<file path="src/rtl/mdio_pkg.sv">
package mdio_pkg;

    localparam int PHY_W = 5;
    localparam int REG_W = 5;
    localparam int OP_W  = 2;
    localparam int DAT_W = 16;
    localparam int THR_W = 8;
    localparam int LAT_W = 3;

    // header = start field + opcode + PHY address + register address
    localparam int HDR_BITS = 2 + OP_W + PHY_W + REG_W;
    localparam int TA_BITS  = 2;

    // command register bits 30:0 (bit 31 is the launch bit, reported from state)
    typedef struct packed {
        logic [1:0]       spare;
        logic             c22;
        logic [OP_W-1:0]  op;
        logic [PHY_W-1:0] phy;
        logic [REG_W-1:0] regad;
        logic [DAT_W-1:0] data;
    } mdio_ctrl_t;

    typedef enum logic [2:0] {
        ST_IDLE,
        ST_PRE,
        ST_HEAD,
        ST_TURN,
        ST_DATA
    } mdio_state_t;

endpackage

</file>
<file path="src/rtl/mdio_regs.sv">
module mdio_regs
    import mdio_pkg::*;
#(
    parameter int               ADDR_W  = 4,
    parameter logic [THR_W-1:0] DEF_THR = 8'd10
) (
    input  logic              clk,
    input  logic              rst_n,
    input  logic              bus_en,
    input  logic              bus_we,
    input  logic [ADDR_W-1:0] bus_addr,
    input  logic [31:0]       bus_wdata,
    output logic [31:0]       bus_rdata,
    input  logic              busy,
    input  logic [DAT_W-1:0]  rd_data,
    output logic              launch,
    output logic [THR_W-1:0]  cfg_thr,
    output logic              cfg_edge,
    output logic [LAT_W-1:0]  cfg_lat
);

    localparam logic [ADDR_W-1:0] CMD_A = '0;
    localparam logic [ADDR_W-1:0] SET_A = ADDR_W'(4);

    mdio_ctrl_t ctrl_q;
    logic       wr_cmd;
    logic       wr_set;

    assign wr_cmd = bus_en && bus_we && (bus_addr == CMD_A);
    assign wr_set = bus_en && bus_we && (bus_addr == SET_A);
    assign launch = wr_cmd && !busy && bus_wdata[31];

    always_ff @(posedge clk or negedge rst_n) begin
        if (!rst_n) begin
            ctrl_q   <= '0;
            cfg_thr  <= DEF_THR;
            cfg_edge <= 1'b0;
            cfg_lat  <= '0;
        end else begin
            if (wr_cmd && !busy) begin
                ctrl_q <= mdio_ctrl_t'(bus_wdata[30:0]);
            end
            if (wr_set) begin
                cfg_thr  <= bus_wdata[31:24];
                cfg_edge <= bus_wdata[23];
                cfg_lat  <= bus_wdata[22:20];
            end
        end
    end

    always_comb begin
        if (bus_addr == CMD_A) begin
            bus_rdata = {busy, ctrl_q};
        end else if (bus_addr == SET_A) begin
            bus_rdata = {cfg_thr, cfg_edge, cfg_lat, 3'b000, !busy, rd_data};
        end else begin
            bus_rdata = '0;
        end
    end

    AST_BUSY_CMD_IGNORED: assert property (@(posedge clk) disable iff (!rst_n)
        (busy && wr_cmd) |=> $stable(ctrl_q));

endmodule

</file>
<file path="src/rtl/mdio_timer.sv">
module mdio_timer
    import mdio_pkg::*;
(
    input  logic             clk,
    input  logic             rst_n,
    input  logic             launch,
    input  logic             run,
    input  logic [THR_W-1:0] cfg_thr,
    input  logic             cfg_edge,
    input  logic [LAT_W-1:0] cfg_lat,
    output logic             mdc,
    output logic             win_end,
    output logic             samp_stb
);

    localparam int PH_W = THR_W + 1;

    logic [THR_W-1:0] half_q;
    logic             edge_q;
    logic [LAT_W-1:0] lat_q;
    logic [PH_W-1:0]  ph_q;
    logic [PH_W-1:0]  half_x;
    logic [PH_W-1:0]  last_ph;
    logic [PH_W-1:0]  samp_raw;
    logic [PH_W-1:0]  samp_pt;

    assign half_x   = {1'b0, half_q};
    assign last_ph  = {half_q, 1'b0} - PH_W'(1);
    assign samp_raw = half_x + PH_W'(lat_q);
    assign samp_pt  = (samp_raw > last_ph) ? last_ph : samp_raw;

    always_ff @(posedge clk or negedge rst_n) begin
        if (!rst_n) begin
            half_q <= THR_W'(1);
            edge_q <= 1'b0;
            lat_q  <= '0;
            ph_q   <= '0;
        end else if (launch) begin
            half_q <= (cfg_thr == '0) ? THR_W'(1) : cfg_thr;
            edge_q <= cfg_edge;
            lat_q  <= cfg_lat;
            ph_q   <= '0;
        end else if (run) begin
            ph_q <= (ph_q == last_ph) ? '0 : ph_q + PH_W'(1);
        end else begin
            ph_q <= '0;
        end
    end

    always_comb begin
        win_end  = run && (ph_q == last_ph);
        samp_stb = run && (ph_q == samp_pt);
        if (!run) begin
            mdc = 1'b0;
        end else if (edge_q) begin
            mdc = ph_q < half_x;
        end else begin
            mdc = ph_q >= half_x;
        end
    end

    AST_PHASE_IN_WINDOW: assert property (@(posedge clk) disable iff (!rst_n)
        run |-> (ph_q <= last_ph));

    AST_HALF_NEVER_ZERO: assert property (@(posedge clk) disable iff (!rst_n)
        run |-> (half_q != '0));

endmodule

</file>
<file path="src/rtl/mdio_frame_fsm.sv">
module mdio_frame_fsm
    import mdio_pkg::*;
#(
    parameter int PRE_BITS = 32
) (
    input  logic             clk,
    input  logic             rst_n,
    input  logic             launch,
    input  logic             cmd_c22,
    input  logic [OP_W-1:0]  cmd_op,
    input  logic [PHY_W-1:0] cmd_phy,
    input  logic [REG_W-1:0] cmd_reg,
    input  logic [DAT_W-1:0] cmd_data,
    input  logic             win_end,
    input  logic             samp_stb,
    input  logic             mdio_i,
    output logic             busy,
    output logic             mdio_o,
    output logic             mdio_oe,
    output logic [DAT_W-1:0] rd_data
);

    localparam int FRAME_BITS = PRE_BITS + HDR_BITS + TA_BITS + DAT_W;
    localparam int CNT_W      = $clog2(FRAME_BITS);

    localparam logic [CNT_W-1:0] PRE_END  = CNT_W'(PRE_BITS - 1);
    localparam logic [CNT_W-1:0] HEAD_END = CNT_W'(PRE_BITS + HDR_BITS - 1);
    localparam logic [CNT_W-1:0] TURN_END = CNT_W'(PRE_BITS + HDR_BITS + TA_BITS - 1);
    localparam logic [CNT_W-1:0] LAST_BIT = CNT_W'(FRAME_BITS - 1);

    mdio_state_t           state_q;
    mdio_state_t           state_d;
    logic [CNT_W-1:0]      cnt_q;
    logic [FRAME_BITS-1:0] shreg_q;
    logic                  rd_q;
    logic [DAT_W-1:0]      acc_q;
    logic [DAT_W-1:0]      acc_next;
    logic [DAT_W-1:0]      rd_data_q;

    assign acc_next = {acc_q[DAT_W-2:0], mdio_i};
    assign rd_data  = rd_data_q;

    // next-state selection
    always_comb begin
        state_d = state_q;
        unique case (state_q)
            ST_IDLE: if (launch)                         state_d = ST_PRE;
            ST_PRE:  if (win_end && cnt_q == PRE_END)    state_d = ST_HEAD;
            ST_HEAD: if (win_end && cnt_q == HEAD_END)   state_d = ST_TURN;
            ST_TURN: if (win_end && cnt_q == TURN_END)   state_d = ST_DATA;
            ST_DATA: if (win_end && cnt_q == LAST_BIT)   state_d = ST_IDLE;
            default:                                     state_d = ST_IDLE;
        endcase
    end

    // state register
    always_ff @(posedge clk or negedge rst_n) begin
        if (!rst_n) begin
            state_q <= ST_IDLE;
        end else begin
            state_q <= state_d;
        end
    end

    // frame shift register, bit counter and read capture
    always_ff @(posedge clk or negedge rst_n) begin
        if (!rst_n) begin
            cnt_q     <= '0;
            shreg_q   <= '1;
            rd_q      <= 1'b0;
            acc_q     <= '0;
            rd_data_q <= '0;
        end else if (launch && state_q == ST_IDLE) begin
            cnt_q   <= '0;
            shreg_q <= {{PRE_BITS{1'b1}}, 1'b0, cmd_c22, cmd_op, cmd_phy, cmd_reg,
                        2'b10, cmd_data};
            rd_q    <= cmd_op[1];
            acc_q   <= '0;
        end else if (state_q != ST_IDLE) begin
            if (samp_stb && rd_q && state_q == ST_DATA) begin
                acc_q <= acc_next;
            end
            if (win_end) begin
                shreg_q <= {shreg_q[FRAME_BITS-2:0], 1'b1};
                cnt_q   <= cnt_q + CNT_W'(1);
                if (state_q == ST_DATA && cnt_q == LAST_BIT && rd_q) begin
                    rd_data_q <= samp_stb ? acc_next : acc_q;
                end
            end
        end
    end

    // pin and status outputs
    always_comb begin
        busy    = (state_q != ST_IDLE);
        mdio_oe = busy && !(rd_q && (state_q == ST_TURN || state_q == ST_DATA));
        mdio_o  = mdio_oe ? shreg_q[FRAME_BITS-1] : 1'b1;
    end

    AST_LAUNCH_FROM_IDLE: assert property (@(posedge clk) disable iff (!rst_n)
        launch |-> (state_q == ST_IDLE));

    AST_DATA_AFTER_TURN: assert property (@(posedge clk) disable iff (!rst_n)
        (state_q == ST_DATA) |-> (cnt_q > TURN_END));

    AST_END_ON_WINDOW: assert property (@(posedge clk) disable iff (!rst_n)
        $fell(busy) |-> $past(win_end));

endmodule

</file>
<file path="src/rtl/mdio_master.sv">
module mdio_master
    import mdio_pkg::*;
#(
    parameter int               ADDR_W   = 4,
    parameter int               PRE_BITS = 32,
    parameter logic [THR_W-1:0] DEF_THR  = 8'd10
) (
    input  logic              clk,
    input  logic              rst_n,
    input  logic              bus_en,
    input  logic              bus_we,
    input  logic [ADDR_W-1:0] bus_addr,
    input  logic [31:0]       bus_wdata,
    output logic [31:0]       bus_rdata,
    output logic              mdc_o,
    output logic              mdio_o,
    output logic              mdio_oe,
    input  logic              mdio_i
);

    logic             launch;
    logic             busy;
    logic             win_end;
    logic             samp_stb;
    logic [THR_W-1:0] cfg_thr;
    logic             cfg_edge;
    logic [LAT_W-1:0] cfg_lat;
    logic [DAT_W-1:0] rd_data;

    mdio_regs #(
        .ADDR_W  (ADDR_W),
        .DEF_THR (DEF_THR)
    ) regs_i (
        .clk       (clk),
        .rst_n     (rst_n),
        .bus_en    (bus_en),
        .bus_we    (bus_we),
        .bus_addr  (bus_addr),
        .bus_wdata (bus_wdata),
        .bus_rdata (bus_rdata),
        .busy      (busy),
        .rd_data   (rd_data),
        .launch    (launch),
        .cfg_thr   (cfg_thr),
        .cfg_edge  (cfg_edge),
        .cfg_lat   (cfg_lat)
    );

    mdio_timer timer_i (
        .clk      (clk),
        .rst_n    (rst_n),
        .launch   (launch),
        .run      (busy),
        .cfg_thr  (cfg_thr),
        .cfg_edge (cfg_edge),
        .cfg_lat  (cfg_lat),
        .mdc      (mdc_o),
        .win_end  (win_end),
        .samp_stb (samp_stb)
    );

    mdio_frame_fsm #(
        .PRE_BITS (PRE_BITS)
    ) fsm_i (
        .clk      (clk),
        .rst_n    (rst_n),
        .launch   (launch),
        .cmd_c22  (bus_wdata[28]),
        .cmd_op   (bus_wdata[27:26]),
        .cmd_phy  (bus_wdata[25:21]),
        .cmd_reg  (bus_wdata[20:16]),
        .cmd_data (bus_wdata[15:0]),
        .win_end  (win_end),
        .samp_stb (samp_stb),
        .mdio_i   (mdio_i),
        .busy     (busy),
        .mdio_o   (mdio_o),
        .mdio_oe  (mdio_oe),
        .rd_data  (rd_data)
    );

    AST_QUIET_BETWEEN_FRAMES: assert property (@(posedge clk) disable iff (!rst_n)
        !busy |-> (!mdc_o && !mdio_oe && mdio_o));

endmodule

</file>
<file path="config.mk">
export PLATFORM = sky130hd
export DESIGN_NAME = mdio_master
export DESIGN_NICKNAME = d
export VERILOG_FILES = /design/src/rtl/mdio_pkg.sv /design/src/rtl/mdio_regs.sv /design/src/rtl/mdio_timer.sv /design/src/rtl/mdio_frame_fsm.sv /design/src/rtl/mdio_master.sv
export SDC_FILE = /design/constraint.sdc
export NUM_CORES = 1
export LEC_CHECK = 0
export BUFFER_PORTS_ARGS = -buffer_cell sky130_fd_sc_hd__buf_2
export CORE_MARGIN = 10
export CORE_UTILIZATION = 60
export CTS_BUF_LIST = sky130_fd_sc_hd__clkbuf_4 sky130_fd_sc_hd__clkbuf_8 sky130_fd_sc_hd__clkbuf_16
export CTS_CLUSTER_DIAMETER = 120
export DETAILED_ROUTE_END_ITERATION = 6
export PLACE_DENSITY = 0.8
export SYNTH_ARGS = -nofsm -noshare
export SYNTH_HDL_FRONTEND = slang
export SYNTH_SLANG_ARGS = --single-unit
</file>
<file path="constraint.sdc">
create_clock -name clk -period 4.8 [get_ports clk]
set_input_delay 0.48 -clock clk [delete_from_list [all_inputs] [get_ports clk]]
set_output_delay 0.48 -clock clk [all_outputs]
set_load 0.1 [all_outputs]
</file>
======== After elaboration in Yosys (flattened, before gate mapping) ========
Index checks and enable logic that the tools add are counted.
operators by class
  bitwise operators ....................... 1
  $lt $le $gt $ge ......................... 3
  reduce and logical (&&, ||, !) cells .... 32
  equality and inequality tests ........... 16
  $add $sub $neg .......................... 4
  multiplexer cells ....................... 26
operators with widths
  kind                 count
  $mux 64              3
  $mux 16              4
  $mux 32              2
  $mux 9               4
  $eq 6x6->1 const B   3
  $eq 9x9->1           2
  $logic_and 1x1->1    18
  $mux 6               3
  $mux 3               5
  $pmux 3 s5           1
  $ne 2x1->1 const B   5
  $add 8x3->9          1
  $add 9x1->9 const B  1
  $ge 9x8->1           1
  $gt 9x9->1           1
  $lt 9x8->1           1
  $sub 9x1->9 const B  1
  $logic_not 8->1      1
  $mux 8               1
  $add 6x1->6 const B  1
  $eq 3x2->1 const B   2
  $eq 6x5->1 const B   1
  $reduce_bool 2->1    3
  $reduce_and 5->1     1
  other kinds (12)     16
word-level totals
  word-level logic and storage cells ...... 101
  output and inout port bits .............. 35
  input bits .............................. 41
  register bits ........................... 170

======== Depth between registers and ports, before layout ========
  depth in word-level cells ............... 10
  mapped depth ............................ 17
  mapped depth without buffers ............ 14

======== By module ========
From an unflattened synthesis, not the netlist that was laid out.
second synthesis, totals
  cell total of the unflattened synthesis .. 779
  area total of the unflattened synthesis .. 8,670.8 sq um
by module, submodules not included
  module          instances  area an instance (sq um)  cells each  seq. area each (sq um)
  mdio_frame_fsm  1          4,690.7                   427         2,732.6
  mdio_timer      1          2,014.4                   216         526.8
  mdio_regs       1          1,965.6                   136         1,078.5

======== Worst setup path after synthesis ========
OpenSTA, ideal clock, no wires.
  path kind ............................... reg-to-output
  start ................................... reg timer_i.half_q[1]
  end ..................................... out mdc_o
  arrival time ............................ 4,160 ps
  stages on the path, launching flop included .. 11
  buffers on the path ..................... 0
  setup slack ............................. 160 ps
  required time ........................... 4,320 ps
  cell sequence ........................... dfrtp_1 > inv_1 > ha_1 > nor2b_1 > o21a_1 > o21a_1 > o21a_1 > o21a_1 > o211ai_1 > a21boi_0 > a311oi_1
on the way
  cells in the longest elaborated chain, start to end .. 3
  elaborated cells between the ends (all ways) .. 4
  those cells by class .................... order compare: 2; mux: 2
ends and longest elaborated chain
  element                                          RTL line                            text
  start, declared                                  mdio_timer.sv:18                    logic [THR_W-1:0] half_q;
  start signal, assigned                           mdio_timer.sv:39                    half_q <= (cfg_thr == '0) ? THR_W'(1) : cfg_thr;
  $ge 9x8->1 / $lt 9x8->1 (equally long branches)  mdio_timer.sv:58, mdio_timer.sv:56
  $mux 1 (*)                                       mdio_timer.sv:55                    end else if (edge_q) begin
  $mux 1 (*)                                       mdio_timer.sv:53                    if (!run) begin
  end, declared                                    mdio_master.sv:15                   output logic mdc_o,
Mark *: on every way between the ends. The rest lies on a longest branch, timed or not.

======== Final worst setup path ========
  start ................................... reg timer_i.half_q[0]
  end ..................................... reg fsm_i.rd_data_q[0] (netlist: fsm_i.rd_data[0])
on the way
  cells in the longest elaborated chain, start to end .. 6
  elaborated cells between the ends (all ways) .. 10
  those cells by class .................... add/sub: 2; order compare: 1; eq/ne: 2; mux: 2; reduce/logical: 3
ends and longest elaborated chain
  element                                            RTL line                            text
  $sub 9x1->9 / $add 8x3->9 (equally long branches)  mdio_timer.sv:28, mdio_timer.sv:29
  $gt 9x9->1                                         mdio_timer.sv:30                    assign samp_pt = (samp_raw > last_ph) ? last_ph : samp_raw;
  $mux 9                                             mdio_timer.sv:30
  $eq 9x9->1                                         mdio_timer.sv:52                    samp_stb = run && (ph_q == samp_pt);
  $logic_and 1x1->1                                  mdio_timer.sv:52
  $mux 16                                            mdio_frame_fsm.sv:87                rd_data_q <= samp_stb ? acc_next : acc_q;
  end signal, assigned                               mdio_frame_fsm.sv:87
  end, declared                                      mdio_frame_fsm.sv:38                logic [DAT_W-1:0] rd_data_q;
Parallel ways exist; a longest one is shown, timed or not.
A chain may end at the register's enable or synchronous reset.

==> flow_summary.toml <==
[worst_setup_path]
rr_startpoint = "timer_i.half_q[0]$_DFFE_PN1P_"
crit_type = "reg -> reg"
r2r_end = "fsm_i.rd_data[0]$_DFFE_PN0P_"
critPathCaptureType = "flip-flop"
r2r_setup_slack_ns = 0.52
arrival_ns = 4.56
rr_worst_depth = 14
cp_max_fo = 15
start_kind = "flip-flop"
worstPathRequired_ns = 5.08

[grt]
grt_util_all_layers = 0.209
antenna_found_initial = 0
grt_start_max_net_pins = 102
grt_first_pass_wirelength_um = 33900
grt_pass1_vias = 6476
overflow = 0

[status]
status = "finished, final reports clean"

[run]
drv_cap = 0

[pwr]
power.density_mw_per_mm2 = 395
ir_worst_vdd_uv = 301
combPwrFrac = 0.169
power.share.sequential = 0.464
p_clk_frac = 0.366
p_int_mw = 2.68
switching_share = 0.307
switchingPower_mw = 1.18
total_leakage_power_nw = 4.60

[drt]
drcViolationCount = 0
wl_um = 20600
drt_pre_antenna_iters = 7
num_vias = 6658
vias_per_cell = 5.99
avgRoutedWirePerCell_um = 18.6
drtAntennaViolNets = 0
drt-initial-drc-count = 625

[timing]
finalMaxSlewViolations = 0
post-route-min-period_ns = 4.28
maxSlewHeadroom = 0.238
clock.fmax_mhz = 234
setup_tns_ns = 0
timing.final.crit_share = 0.891
final_hold_viol_count = 0
setup_violations = 0
rsz0062_at_grt = "no"
tightest_slew_ns = 1.14
fin_worst_skew_ns = 0.00804

[yosys]
synth_fp_nets = 935
yosys-top-cells-area = "dfrtp_1, dfstp_2, nand2_1"
yosysWarnings = 0
ys_ff_latch = 170
synth_edf_count = 0
synth.distinct_cells = 65
synthCells = 870
synth_top_area_frac = 0.297
async_flop_share = 1.00
synth_area_sq_mm = 0.00866
synthFlopType = "dfrtp_1"
ys_seq_area_frac = 0.501
synth_most_common_cell = "nand2_1"
synth.largest_area_cell = "dfrtp_1"
synth_commonest_cells = "nand2_1, dfrtp_1, dfstp_2"
synth.avg_cell_area_sq_um = 9.96

[finish]
multi_input_area_sq_mm = 0.00398
n_antenna_cell = 0
fill_cells = 1017
final_area_sq_mm = 0.00977
syn_to_final_growth_pct = 12.8
regArea_sq_mm = 0.00434
finalNetCount = 983
drive_gt1_frac = 0.264
fin_util = 0.699

[floorplan]
die_x_um = 140
ios = 76
fp.dieH_um = 140
initial_utilization = 0.619
core_area_sq_mm = 0.0140
die-area_sq_mm = 0.0196
row_count = 43

[placement]
dp_hpwl_um = 14000
place_area_sq_mm = 0.00916
place_congestion = 0.898
portBuffers = 75

[clock_network]
cts_resized = 0
cts.sinks = 170
hold_buffers = 0
cts_inserted_buffers = 17
clk_pin_slew_ns = 0.07
tritoncts = "yes"
root_buffer = "clkbuf_16"
cts_buffer_depth = 2
cts_setup_buffers = 0
cts_max_level = 4
clk_latency_ns = 0.43

[worst_hold_path]
hp-class = "in -> async"
[final cells by class]
class | instances | area share
Timing Repair Buffer | 87 | 0.0508
Multi-Input combinational cell | 610 | 0.408
Sequential cell | 170 | 0.444
Tap cell | 180 | 0.0230
Inverter | 32 | 0.0123
Clock inverter | 13 | 0.0149
Clock buffer | 19 | 0.0475
[layout by cell type (no fill, tap or decap), types with 4 or more instances in the layout]
cell type,count
mux2_2,43
nand4_1,24
and3_1,8
a22o_1,29
o21a_1,4
ha_1,23
o211ai_1,16
buf_2,74
nand2_1,182
xnor2_1,15
nand3_1,12
inv_1,31
o21ai_0,52
a22oi_1,24
mux2i_1,16
buf_4,10
and2_1,5
nor2_1,64
xor2_1,14
dfstp_2,67
xnor3_1,5
nor3_1,8
a211oi_1,6
nand2b_1,6
inv_8,5
clkbuf_16,18
dfrtp_1,103
[kinds of logic after synthesis]
logic type | synth area share
AOI/OAI and AO/OA | 0.131
DFF | 0.501
buffers and inverters | 0.0422
muxes | 0.0744
xor gates and xnor gates | 0.0442
adders and majority gates | 0.0355
and+or+nand+nor | 0.172
[routing by layer]
| layer | part of all wire | wire length (um) | track usage | vias up |
|---|---|---|---|---|
| li1 | - | - | - | 3112 |
| met1 | 0.45 | 9330 | 0.290 | 3299 |
| met2 | 0.46 | 9590 | 0.313 | 218 |
| met3 | 0.066 | 1370 | 0.0575 | 29 |
| met4 | 0.017 | 351 | 0.0625 | 0 |
| met5 | 0 | 0 | 0 | - |
[power groups by stage]
stage,clock (mW),combinational (mW),sequential (mW)
2_1_floorplan,0,0.503,1.74
3_3_place_gp,0,0.625,1.80
3_5_place_dp,0,0.645,1.81
4_1_cts,1.43,0.654,1.79
5_1_grt,1.50,0.730,1.81
6_report,1.41,0.654,1.79
[worst max path at each step]
stage                                        from                            to  slack, ns  depth (start not counted)
global placement    timer_i.half_q[0]$_DFFE_PN1P_  fsm_i.rd_data[2]$_DFFE_PN0P_       0.67                         14
finish              timer_i.half_q[0]$_DFFE_PN1P_  fsm_i.rd_data[0]$_DFFE_PN0P_       0.52                         14
CTS                 timer_i.half_q[0]$_DFFE_PN1P_  fsm_i.rd_data[0]$_DFFE_PN0P_       0.55                         14
global route        timer_i.half_q[0]$_DFFE_PN1P_  fsm_i.rd_data[0]$_DFFE_PN0P_       0.28                         12
floorplan           timer_i.half_q[1]$_DFFE_PN0P_                         mdc_o       0.16                         10
detailed placement  timer_i.half_q[0]$_DFFE_PN1P_  fsm_i.rd_data[0]$_DFFE_PN0P_       0.57                         14
[metrics by stage]
stage	total power, mW	hold slack (ns)	worst slack, ns	cells
6_report	3.86	0.149	0.523	1111
5_1_grt	4.04	0.224	0.281	1111
4_1_cts	3.87	0.188	0.552	1111
3_5_place_dp	2.45	0.448	0.566	1079
3_3_place_gp	2.42	0.445	0.667	1079
2_1_floorplan	2.24	0.184	0.160	870
[critical path, stage by stage (launching register included)]
cell and delay, ns:
dfstp_2 0.64, ha_1 0.23, fa_1 0.24, a21oi_1 0.12, nor3_1 0.28, xnor2_1 0.17, ha_1 0.26, a211oi_1 0.21
o21bai_1 0.13, a21oi_2 0.29, or2_2 0.23, o2111ai_1 0.18, a2111oi_4 0.41, and2_1 0.54, o211ai_1 0.19
[sequential cells by signal, indices dropped and copies added, names as in the netlist]
name and cells:
regs_i.ctrl_q 31, fsm_i.state_q 3, regs_i.cfg_thr 8, timer_i.lat_q 3
timer_i.ph_q 9, regs_i.cfg_edge 1, fsm_i.cnt_q 6, timer_i.edge_q 1
regs_i.cfg_lat 3, fsm_i.rd_q 1, fsm_i.shreg_q 64, timer_i.half_q 8
fsm_i.rd_data 16, fsm_i.acc_q 16
Power figures use the tool's default switching activity.
